`src/rtl/vc4_poh_pkg.sv`:
```
package vc4_poh_pkg;

   localparam int POH_BYTES = 9;
   localparam int IDX_W     = 4;
   localparam int AMT_W     = 4;
   localparam int IDX_J1    = 0;
   localparam int IDX_B3    = 1;
   localparam int IDX_G1    = 3;
   localparam int FEBE_MAX  = 8;

   typedef struct packed {
      logic             vld;
      logic [AMT_W-1:0] amt;
   } err_evt_t;

   function automatic logic [AMT_W-1:0] ones8(input logic [7:0] b);
      logic [AMT_W-1:0] n;
      n = '0;
      for (int i = 0; i < 8; i++) n = n + {{(AMT_W-1){1'b0}}, b[i]};
      return n;
   endfunction

endpackage

```
`src/rtl/vc4_poh_locator.sv`:
```
module vc4_poh_locator
   import vc4_poh_pkg::*;
(
   input  logic             clk,
   input  logic             rst_n,
   input  logic             vld_i,
   input  logic             j1_i,
   input  logic             col_i,
   output logic             hit_o,
   output logic [IDX_W-1:0] idx_o
);

   localparam logic [IDX_W-1:0] NONE = IDX_W'(POH_BYTES);

   logic [IDX_W-1:0] next_q;
   logic             past_ok;

   always_comb begin
      idx_o = j1_i ? '0 : next_q;
      hit_o = vld_i && (j1_i || (col_i && (next_q < NONE)));
   end

   always_ff @(posedge clk) begin
      if (!rst_n) begin
         next_q  <= NONE;
         past_ok <= 1'b0;
      end else begin
         past_ok <= 1'b1;
         if (hit_o) next_q <= idx_o + 1'b1;
      end
   end

   // no position is tracked before the first J1
   a_r10_idx_range: assert property (@(posedge clk) disable iff (!rst_n)
      next_q <= NONE);

   a_r1_j1_restarts: assert property (@(posedge clk) disable iff (!rst_n)
      (vld_i && j1_i) |=> (next_q == IDX_W'(1)));

endmodule

```
`src/rtl/vc4_b3_check.sv`:
```
module vc4_b3_check
   import vc4_poh_pkg::*;
(
   input  logic       clk,
   input  logic       rst_n,
   input  logic       vld_i,
   input  logic       j1_i,
   input  logic       b3_hit_i,
   input  logic [7:0] data_i,
   output err_evt_t   evt_o
);

   logic [7:0] acc_q;
   logic [7:0] ref_q;
   logic       seen_q;
   logic       have_ref_q;

   always_ff @(posedge clk) begin
      if (!rst_n) begin
         acc_q      <= '0;
         ref_q      <= '0;
         seen_q     <= 1'b0;
         have_ref_q <= 1'b0;
         evt_o      <= '0;
      end else begin
         if (vld_i && j1_i) begin
            ref_q      <= acc_q;
            have_ref_q <= seen_q;
            acc_q      <= data_i;
            seen_q     <= 1'b1;
         end else if (vld_i && seen_q) begin
            acc_q <= acc_q ^ data_i;
         end
         evt_o.vld <= b3_hit_i && have_ref_q;
         evt_o.amt <= ones8(data_i ^ ref_q);
      end
   end

   // nothing is reported until one full frame has been seen
   a_r3_first_frame_silent: assert property (@(posedge clk) disable iff (!rst_n)
      !have_ref_q |-> !evt_o.vld);

   a_r4_amt_range: assert property (@(posedge clk) disable iff (!rst_n)
      evt_o.vld |-> (evt_o.amt <= AMT_W'(8)));

endmodule

```
`src/rtl/vc4_g1_monitor.sv`:
```
module vc4_g1_monitor
   import vc4_poh_pkg::*;
#(
   parameter int RDI_FRAMES = 5
)(
   input  logic             clk,
   input  logic             rst_n,
   input  logic             g1_hit_i,
   input  logic [AMT_W-1:0] febe_i,
   input  logic             rdi_bit_i,
   output err_evt_t         evt_o,
   output logic             rdi_o
);

   localparam int RUN_W = $clog2(RDI_FRAMES + 1);
   localparam logic [RUN_W-1:0] RUN_LAST = RUN_W'(RDI_FRAMES - 1);

   generate
      if (RDI_FRAMES < 1) begin : g_bad_frames
         $error("RDI_FRAMES must be at least 1");
      end
   endgenerate

   logic [RUN_W-1:0] run_q;
   logic             past_ok;
   logic [AMT_W-1:0] febe_ok;

   always_comb febe_ok = (febe_i > AMT_W'(FEBE_MAX)) ? '0 : febe_i;

   always_ff @(posedge clk) begin
      if (!rst_n) begin
         run_q   <= '0;
         rdi_o   <= 1'b0;
         evt_o   <= '0;
         past_ok <= 1'b0;
      end else begin
         past_ok   <= 1'b1;
         evt_o.vld <= g1_hit_i;
         evt_o.amt <= febe_ok;
         if (g1_hit_i) begin
            if (rdi_bit_i != rdi_o) begin
               if (run_q == RUN_LAST) begin
                  rdi_o <= rdi_bit_i;
                  run_q <= '0;
               end else begin
                  run_q <= run_q + 1'b1;
               end
            end else begin
               run_q <= '0;
            end
         end
      end
   end

   a_r6_febe_range: assert property (@(posedge clk) disable iff (!rst_n)
      evt_o.vld |-> (evt_o.amt <= AMT_W'(FEBE_MAX)));

   a_r7_rdi_only_on_g1: assert property (@(posedge clk) disable iff (!rst_n)
      (past_ok && !$past(g1_hit_i)) |-> $stable(rdi_o));

   a_r7_run_bound: assert property (@(posedge clk) disable iff (!rst_n)
      run_q <= RUN_LAST);

endmodule

```
`src/rtl/vc4_err_counter.sv`:
```
module vc4_err_counter
   import vc4_poh_pkg::*;
#(
   parameter int CNT_W = 16
)(
   input  logic             clk,
   input  logic             rst_n,
   input  logic             block_i,
   input  err_evt_t         evt_i,
   input  logic             clr_i,
   output logic [CNT_W-1:0] cnt_o
);

   logic [CNT_W-1:0] base;
   logic [AMT_W-1:0] step;
   logic [CNT_W:0]   sum;
   logic             past_ok;

   always_comb begin
      if (!evt_i.vld)   step = '0;
      else if (block_i) step = {{(AMT_W-1){1'b0}}, (evt_i.amt != '0)};
      else              step = evt_i.amt;
      base = clr_i ? '0 : cnt_o;
      sum  = {1'b0, base} + (CNT_W+1)'(step);
   end

   always_ff @(posedge clk) begin
      if (!rst_n) begin
         cnt_o   <= '0;
         past_ok <= 1'b0;
      end else begin
         past_ok <= 1'b1;
         cnt_o   <= sum[CNT_W] ? '1 : sum[CNT_W-1:0];
      end
   end

   a_r8_no_wrap: assert property (@(posedge clk) disable iff (!rst_n)
      (past_ok && !$past(clr_i)) |-> (cnt_o >= $past(cnt_o)));

   a_r5_block_step: assert property (@(posedge clk) disable iff (!rst_n)
      (past_ok && $past(block_i) && !$past(clr_i)) |-> ((cnt_o - $past(cnt_o)) <= CNT_W'(1)));

   a_r9_clear: assert property (@(posedge clk) disable iff (!rst_n)
      (past_ok && $past(clr_i) && !$past(evt_i.vld)) |-> (cnt_o == '0));

endmodule

```
`src/rtl/vc4_poh_monitor.sv`:
```
module vc4_poh_monitor
   import vc4_poh_pkg::*;
#(
   parameter int CNT_W      = 16,
   parameter int RDI_FRAMES = 5,
   parameter int ADDR_W     = 4
)(
   input  logic              clk,
   input  logic              rst_n,
   input  logic              vld_i,
   input  logic              j1_i,
   input  logic              poh_col_i,
   input  logic [7:0]        data_i,
   input  logic              cfg_block_i,
   input  logic              host_rd_i,
   input  logic [ADDR_W-1:0] host_addr_i,
   output logic [CNT_W-1:0]  host_data_o,
   output logic              poh_vld_o,
   output logic [IDX_W-1:0]  poh_idx_o,
   output logic [7:0]        poh_data_o,
   output logic              rdi_o
);

   localparam int N_CNT = 2;

   generate
      if (CNT_W < 8) begin : g_bad_cnt
         $error("CNT_W must hold a full byte");
      end
      if ((1 << ADDR_W) < POH_BYTES + N_CNT) begin : g_bad_addr
         $error("ADDR_W too narrow for the register map");
      end
   endgenerate

   logic             hit;
   logic [IDX_W-1:0] idx;
   logic [7:0]       poh_q [POH_BYTES];
   err_evt_t         evt [N_CNT];
   logic [CNT_W-1:0] cnt [N_CNT];
   logic [CNT_W-1:0] rd_mux;
   logic             past_ok;

   vc4_poh_locator u_loc (
      .clk   (clk),
      .rst_n (rst_n),
      .vld_i (vld_i),
      .j1_i  (j1_i),
      .col_i (poh_col_i),
      .hit_o (hit),
      .idx_o (idx)
   );

   vc4_b3_check u_b3 (
      .clk      (clk),
      .rst_n    (rst_n),
      .vld_i    (vld_i),
      .j1_i     (j1_i),
      .b3_hit_i (hit && (idx == IDX_W'(IDX_B3))),
      .data_i   (data_i),
      .evt_o    (evt[0])
   );

   vc4_g1_monitor #(.RDI_FRAMES(RDI_FRAMES)) u_g1 (
      .clk       (clk),
      .rst_n     (rst_n),
      .g1_hit_i  (hit && (idx == IDX_W'(IDX_G1))),
      .febe_i    (data_i[7:4]),
      .rdi_bit_i (data_i[3]),
      .evt_o     (evt[1]),
      .rdi_o     (rdi_o)
   );

   genvar k;
   generate
      for (k = 0; k < N_CNT; k++) begin : g_cnt
         vc4_err_counter #(.CNT_W(CNT_W)) u_cnt (
            .clk     (clk),
            .rst_n   (rst_n),
            .block_i (cfg_block_i),
            .evt_i   (evt[k]),
            .clr_i   (host_rd_i && (host_addr_i == ADDR_W'(POH_BYTES + k))),
            .cnt_o   (cnt[k])
         );
      end
   endgenerate

   always_ff @(posedge clk) begin
      if (!rst_n) begin
         for (int i = 0; i < POH_BYTES; i++) poh_q[i] <= '0;
         poh_vld_o <= 1'b0;
         poh_idx_o <= '0;
         poh_data_o <= '0;
         past_ok <= 1'b0;
      end else begin
         past_ok   <= 1'b1;
         poh_vld_o <= hit;
         if (hit) begin
            poh_idx_o  <= idx;
            poh_data_o <= data_i;
         end
         for (int i = 0; i < POH_BYTES; i++)
            if (hit && (idx == IDX_W'(i))) poh_q[i] <= data_i;
      end
   end

   always_comb begin
      rd_mux = '0;
      for (int i = 0; i < POH_BYTES; i++)
         if (host_addr_i == ADDR_W'(i)) rd_mux = {{(CNT_W-8){1'b0}}, poh_q[i]};
      for (int c = 0; c < N_CNT; c++)
         if (host_addr_i == ADDR_W'(POH_BYTES + c)) rd_mux = cnt[c];
   end

   always_ff @(posedge clk) begin
      if (!rst_n)         host_data_o <= '0;
      else if (host_rd_i) host_data_o <= rd_mux;
   end

   a_r2_idx_range: assert property (@(posedge clk) disable iff (!rst_n)
      poh_vld_o |-> (poh_idx_o < IDX_W'(POH_BYTES)));

   a_r1_read_hold: assert property (@(posedge clk) disable iff (!rst_n)
      (past_ok && !$past(host_rd_i)) |-> $stable(host_data_o));

endmodule

```
`config.mk`:
```
export PLATFORM = sky130hd
export DESIGN_NAME = vc4_poh_monitor
export DESIGN_NICKNAME = d
export VERILOG_FILES = /design/src/rtl/vc4_poh_pkg.sv /design/src/rtl/vc4_poh_locator.sv /design/src/rtl/vc4_b3_check.sv /design/src/rtl/vc4_g1_monitor.sv /design/src/rtl/vc4_err_counter.sv /design/src/rtl/vc4_poh_monitor.sv
export SDC_FILE = /design/constraint.sdc
export NUM_CORES = 1
export LEC_CHECK = 0
export BUFFER_PORTS_ARGS = -buffer_cell sky130_fd_sc_hd__buf_2
export CAP_MARGIN = 20
export CORE_MARGIN = 10
export CORE_UTILIZATION = 50
export DETAILED_ROUTE_END_ITERATION = 7
export GPL_TIMING_DRIVEN = 0
export HOLD_SLACK_MARGIN = 0.06
export PLACE_DENSITY = 0.79
export SETUP_SLACK_MARGIN = 0.4
export SLEW_MARGIN = 20
export SYNTH_ARGS = -nofsm -noshare
export SYNTH_HDL_FRONTEND = slang
export SYNTH_SLANG_ARGS = --single-unit
```
`constraint.sdc`:
```
create_clock -name clk -period 3.8 [get_ports clk]
set_input_delay 0.38 -clock clk [delete_from_list [all_inputs] [get_ports clk]]
set_output_delay 0.38 -clock clk [all_outputs]
set_load 0.02 [all_outputs]
```
==> results.txt <==
- Cells traversed along the worst timing path: buf_2, nor2b_1, nand2_1, clkbuf_1, and2_1, ha_1, fa_1, a21o_1, a21oi_1, nor2_1, nand4_1, o21ai_0
- In this run the core area contains 45 standard-cell rows.
- In the finished design, the share of the clock period the worst path needs comes to 0.818.
- Type of the tightest min-delay check: in -> reg
- The worst pin sits at a relative slew slack of 0.377.
* Synth-to-layout area growth: 13.5%
- Worst EP arrival: 3410 ps
- Power spread over the standard cell area amounts to 448 nW/µm².
- When the netlist entered floorplanning its net count stood at 804.
* Most frequent cells in the layout: 97 x sky130_fd_sc_hd__dfxtp_1, 74 x sky130_fd_sc_hd__nand2_1, 72 x sky130_fd_sc_hd__edfxtp_1, 56 x sky130_fd_sc_hd__buf_2, 55 x sky130_fd_sc_hd__nor2_1
- Final setup viols: 0
* Vias per cell: between 5 and 6
* Wire length of the first global-routing pass: 31900 µm
- The H-tree was split into 4 levels.
- The tool flagged a number of max-cap violations equal to 0.
- The number of buffers and inverters on the critical path is 2.
* Clock insertion delay at the later pin of the skew report: 440 ps
- Summed instance area of the synthesized netlist: 7900 µm²
* Crit Path Max Fanout: 10
- Entering global routing, the biggest net connects 17 pins.
- For this configuration, the core starts out at a cell density of 0.516.
* Status: finished clean
- Dominant synthesized flop cell: sky130_fd_sc_hd__dfxtp_1
- Number of remaining DRC errors: 0
- The routed design could run at a clock period as short as 3110 ps.
- Slew Limit Fails: 0
- The worst path meets setup with 691 ps of slack.
- Total Wirelength: 19900 µm
- Post-synth ARST share: 0
- TritonCTS built the clock tree.
- Startpoint class of the critical path: primary input
* Total clock buffers created by CTS: 17
* Library cell used as clock root buffer: sky130_fd_sc_hd__clkbuf_16
- Number of post-CTS setup repair buffers: 0
- Share of synthesized area occupied by flip-flops and latches: 0.520
* Highest cell delay on the worst timing path: 410 ps
* Via count of the first global-routing pass: around 6000
* Number of DRC violations after detailed-routing iteration 0: 644
- Crit path launch: host_addr_i[0]
- Total power for the finished layout comes to 4.01 mW.
- Final Instance Count excl. Fillers: around 1100
- Detailed Routing Iterations Pass 1: 6
- Of the cells placed in the final design, the portion with a size suffix greater than 1 is 0.137.
* Area enclosed by the die boundary: 21200 µm²
* X dimension of the die: ~150 µm
- Count of input and output buffers: 46
- Static power due to leakage: 3.41 nW
- Reg-to-Reg Start: u_b3.ref_q[0]
- Antenna violations before repair: 0
* Number of enable flip-flop cells after synthesis: 72
- Clock tree sinks: 169
- After synthesis, the netlist uses between 70 and 80 different library cells.
- For this run, the top clock speed supported by timing is 0.322 GHz.
* Largest delay share family, worst path: simple AND/OR/NAND/NOR gates
- Across the VDD grid, the largest voltage drop is 0.346 mV.
* Mean post-synth cell area: 10.4 µm²
* Height of the chip: 146 µm
- After clock tree synthesis, the clock-pin slew on the worst setup and hold paths is 60 ps.
- Setup repair after global routing left no endpoint under its margin.
- Capturing element type of the critical path: flip-flop
- For the pin with the worst max-slew slack, the measured transition is 928 ps.
* Kind of critical path: in -> reg
- Gpl congestion: 0.920
* Global-route usage over all layers: 0.186
- Leftover overflow at the end of global routing: 0
- In the final routed layout, each cell accounts on average for between 15 and 20 µm.
- Startpoint of the tightest hold check path: data_i[0]
* Total inserted antenna cells: 0
* Util after Layout: 0.585
* Worst-case setup slack after placement: 268 ps
* Post-DRT Antenna Nets: 0
* Resized cells post-CTS: 0
* Final hold violation count: 0
* Maximum buffer depth of the clock tree: 2
- Critical path's slowest cell: sky130_fd_sc_hd__fa_1
- Clock skew on the completed layout was measured at 9.68 ps.
- The number of hold buffers added after CTS was 0.
- Placed Instances: 1020
- The final layout contains 870 nets.
- Worst Path Required: about 4100 ps
- DP Wirelength: around 14000 µm
* Final sum of negative setup slack: 0 ps
- Summing over every cut layer, the via total after detailed routing is 6193.
* Seq cells post-synth: approximately 170
- Core area: 15300 µm²
- Boundary pin count: 49
- The cell count after synthesis came out at 762.
* Synthesis Warnings: 0
- Most frequent standard cell in the layout excluding fill and tap cells: sky130_fd_sc_hd__dfxtp_1
sequential cells by signal, indices dropped and copies added, names as in the netlist:
name               count
g_cnt.u_cnt.cnt_o     32
host_data_o           16
poh_data_o             8
poh_idx_o              4
poh_q                 72
poh_vld_o              1
u_b3.acc_q             8
u_b3.evt_o             5
u_b3.have_ref_q        1
u_b3.ref_q             8
u_b3.seen_q            1
u_g1.evt_o             5
u_g1.rdi_o             1
u_g1.run_q             3
u_loc.next_q           4
final cells by class:
type	instances	area, µm²
fillers	1300	6360
flip-flops and latches	169	4100
multi-input cells	523	3500
clock buffers	22	485
well taps	211	264
repair buffers	47	238
plain buffers	41	189
inverters	29	109
clock inverters	10	67.6
tightest hold or removal path, cell delays in order:
cell and delay [ps]:
sky130_fd_sc_hd__buf_2 140, sky130_fd_sc_hd__nand2_1 60, sky130_fd_sc_hd__o21ai_0 60
final timing paths:
path | end | slack, ps | depth (start not counted)
max | g_cnt[0].u_cnt.cnt_o[3] | 690 | 12
min | poh_data_o[0] | 250 | 3
max reg2reg | u_b3.evt_o[2] | 690 | 10
min reg2reg | u_b3.evt_o[4] | 430 | 2
logic make-up (layout without fill, tap and decap cells):
logic type | count (synthesis) | count (layout) | synth area share
adder cells (fa/ha/maj) | 23 | 23 | 0.0422
buffers and inverters | 70 | 149 | 0.0377
XOR/XNOR | 25 | 25 | 0.0277
AND/OR/NAND/NOR | 250 | 250 | 0.163
multiplexers | 24 | 24 | 0.0406
AO/OA/AOI/OAI | 201 | 201 | 0.169
flip-flops | 169 | 169 | 0.520
through the flow:
stage	area, µm²	hold slack [ps]
floorplan	7900	410
finish	8960	255
detailed placement	8400	421
CTS	8960	252
global route	8960	256
global placement	8390	419
report_power, final:
group          switching (mW)  internal [mW]
registers              0.0328           1.97
clock network           0.713          0.908
logic                   0.249          0.136
metal layers:
metal,GRT usage,vias to the layer above,part of all wire
met2,0.284,288,0.46
li1,-,2920,-
met3,0.0605,38,0.097
met1,0.242,2947,0.42
met5,0,-,0
met4,0.0652,0,0.021
cells in the mapped netlist, types with 6 or more instances:
| master | count | share of area |
|---|---|---|
| sky130_fd_sc_hd__a211oi_1 | 9 | 0.0086 |
| sky130_fd_sc_hd__a21oi_1 | 46 | 0.029 |
| sky130_fd_sc_hd__a222oi_1 | 8 | 0.010 |
| sky130_fd_sc_hd__a22oi_1 | 12 | 0.011 |
| sky130_fd_sc_hd__a31oi_1 | 9 | 0.0071 |
| sky130_fd_sc_hd__and2_1 | 27 | 0.021 |
| sky130_fd_sc_hd__buf_2 | 10 | 0.0063 |
| sky130_fd_sc_hd__clkbuf_1 | 21 | 0.010 |
| sky130_fd_sc_hd__dfxtp_1 | 97 | 0.25 |
| sky130_fd_sc_hd__edfxtp_1 | 72 | 0.27 |
| sky130_fd_sc_hd__fa_1 | 6 | 0.015 |
| sky130_fd_sc_hd__ha_1 | 17 | 0.027 |
| sky130_fd_sc_hd__inv_1 | 29 | 0.014 |
| sky130_fd_sc_hd__mux2i_1 | 14 | 0.018 |
| sky130_fd_sc_hd__mux4_2 | 6 | 0.017 |
| sky130_fd_sc_hd__nand2_1 | 74 | 0.035 |
| sky130_fd_sc_hd__nand2b_1 | 9 | 0.0071 |
| sky130_fd_sc_hd__nand3_1 | 20 | 0.013 |
| sky130_fd_sc_hd__nor2_1 | 55 | 0.026 |
| sky130_fd_sc_hd__nor2b_1 | 19 | 0.015 |
| sky130_fd_sc_hd__nor3_1 | 12 | 0.0076 |
| sky130_fd_sc_hd__o21a_1 | 10 | 0.0095 |
| sky130_fd_sc_hd__o21ai_0 | 50 | 0.032 |
| sky130_fd_sc_hd__o22ai_1 | 15 | 0.012 |
| sky130_fd_sc_hd__xnor2_1 | 18 | 0.020 |
| sky130_fd_sc_hd__xor2_1 | 7 | 0.0078 |
(Power assumes the default switching activity.)
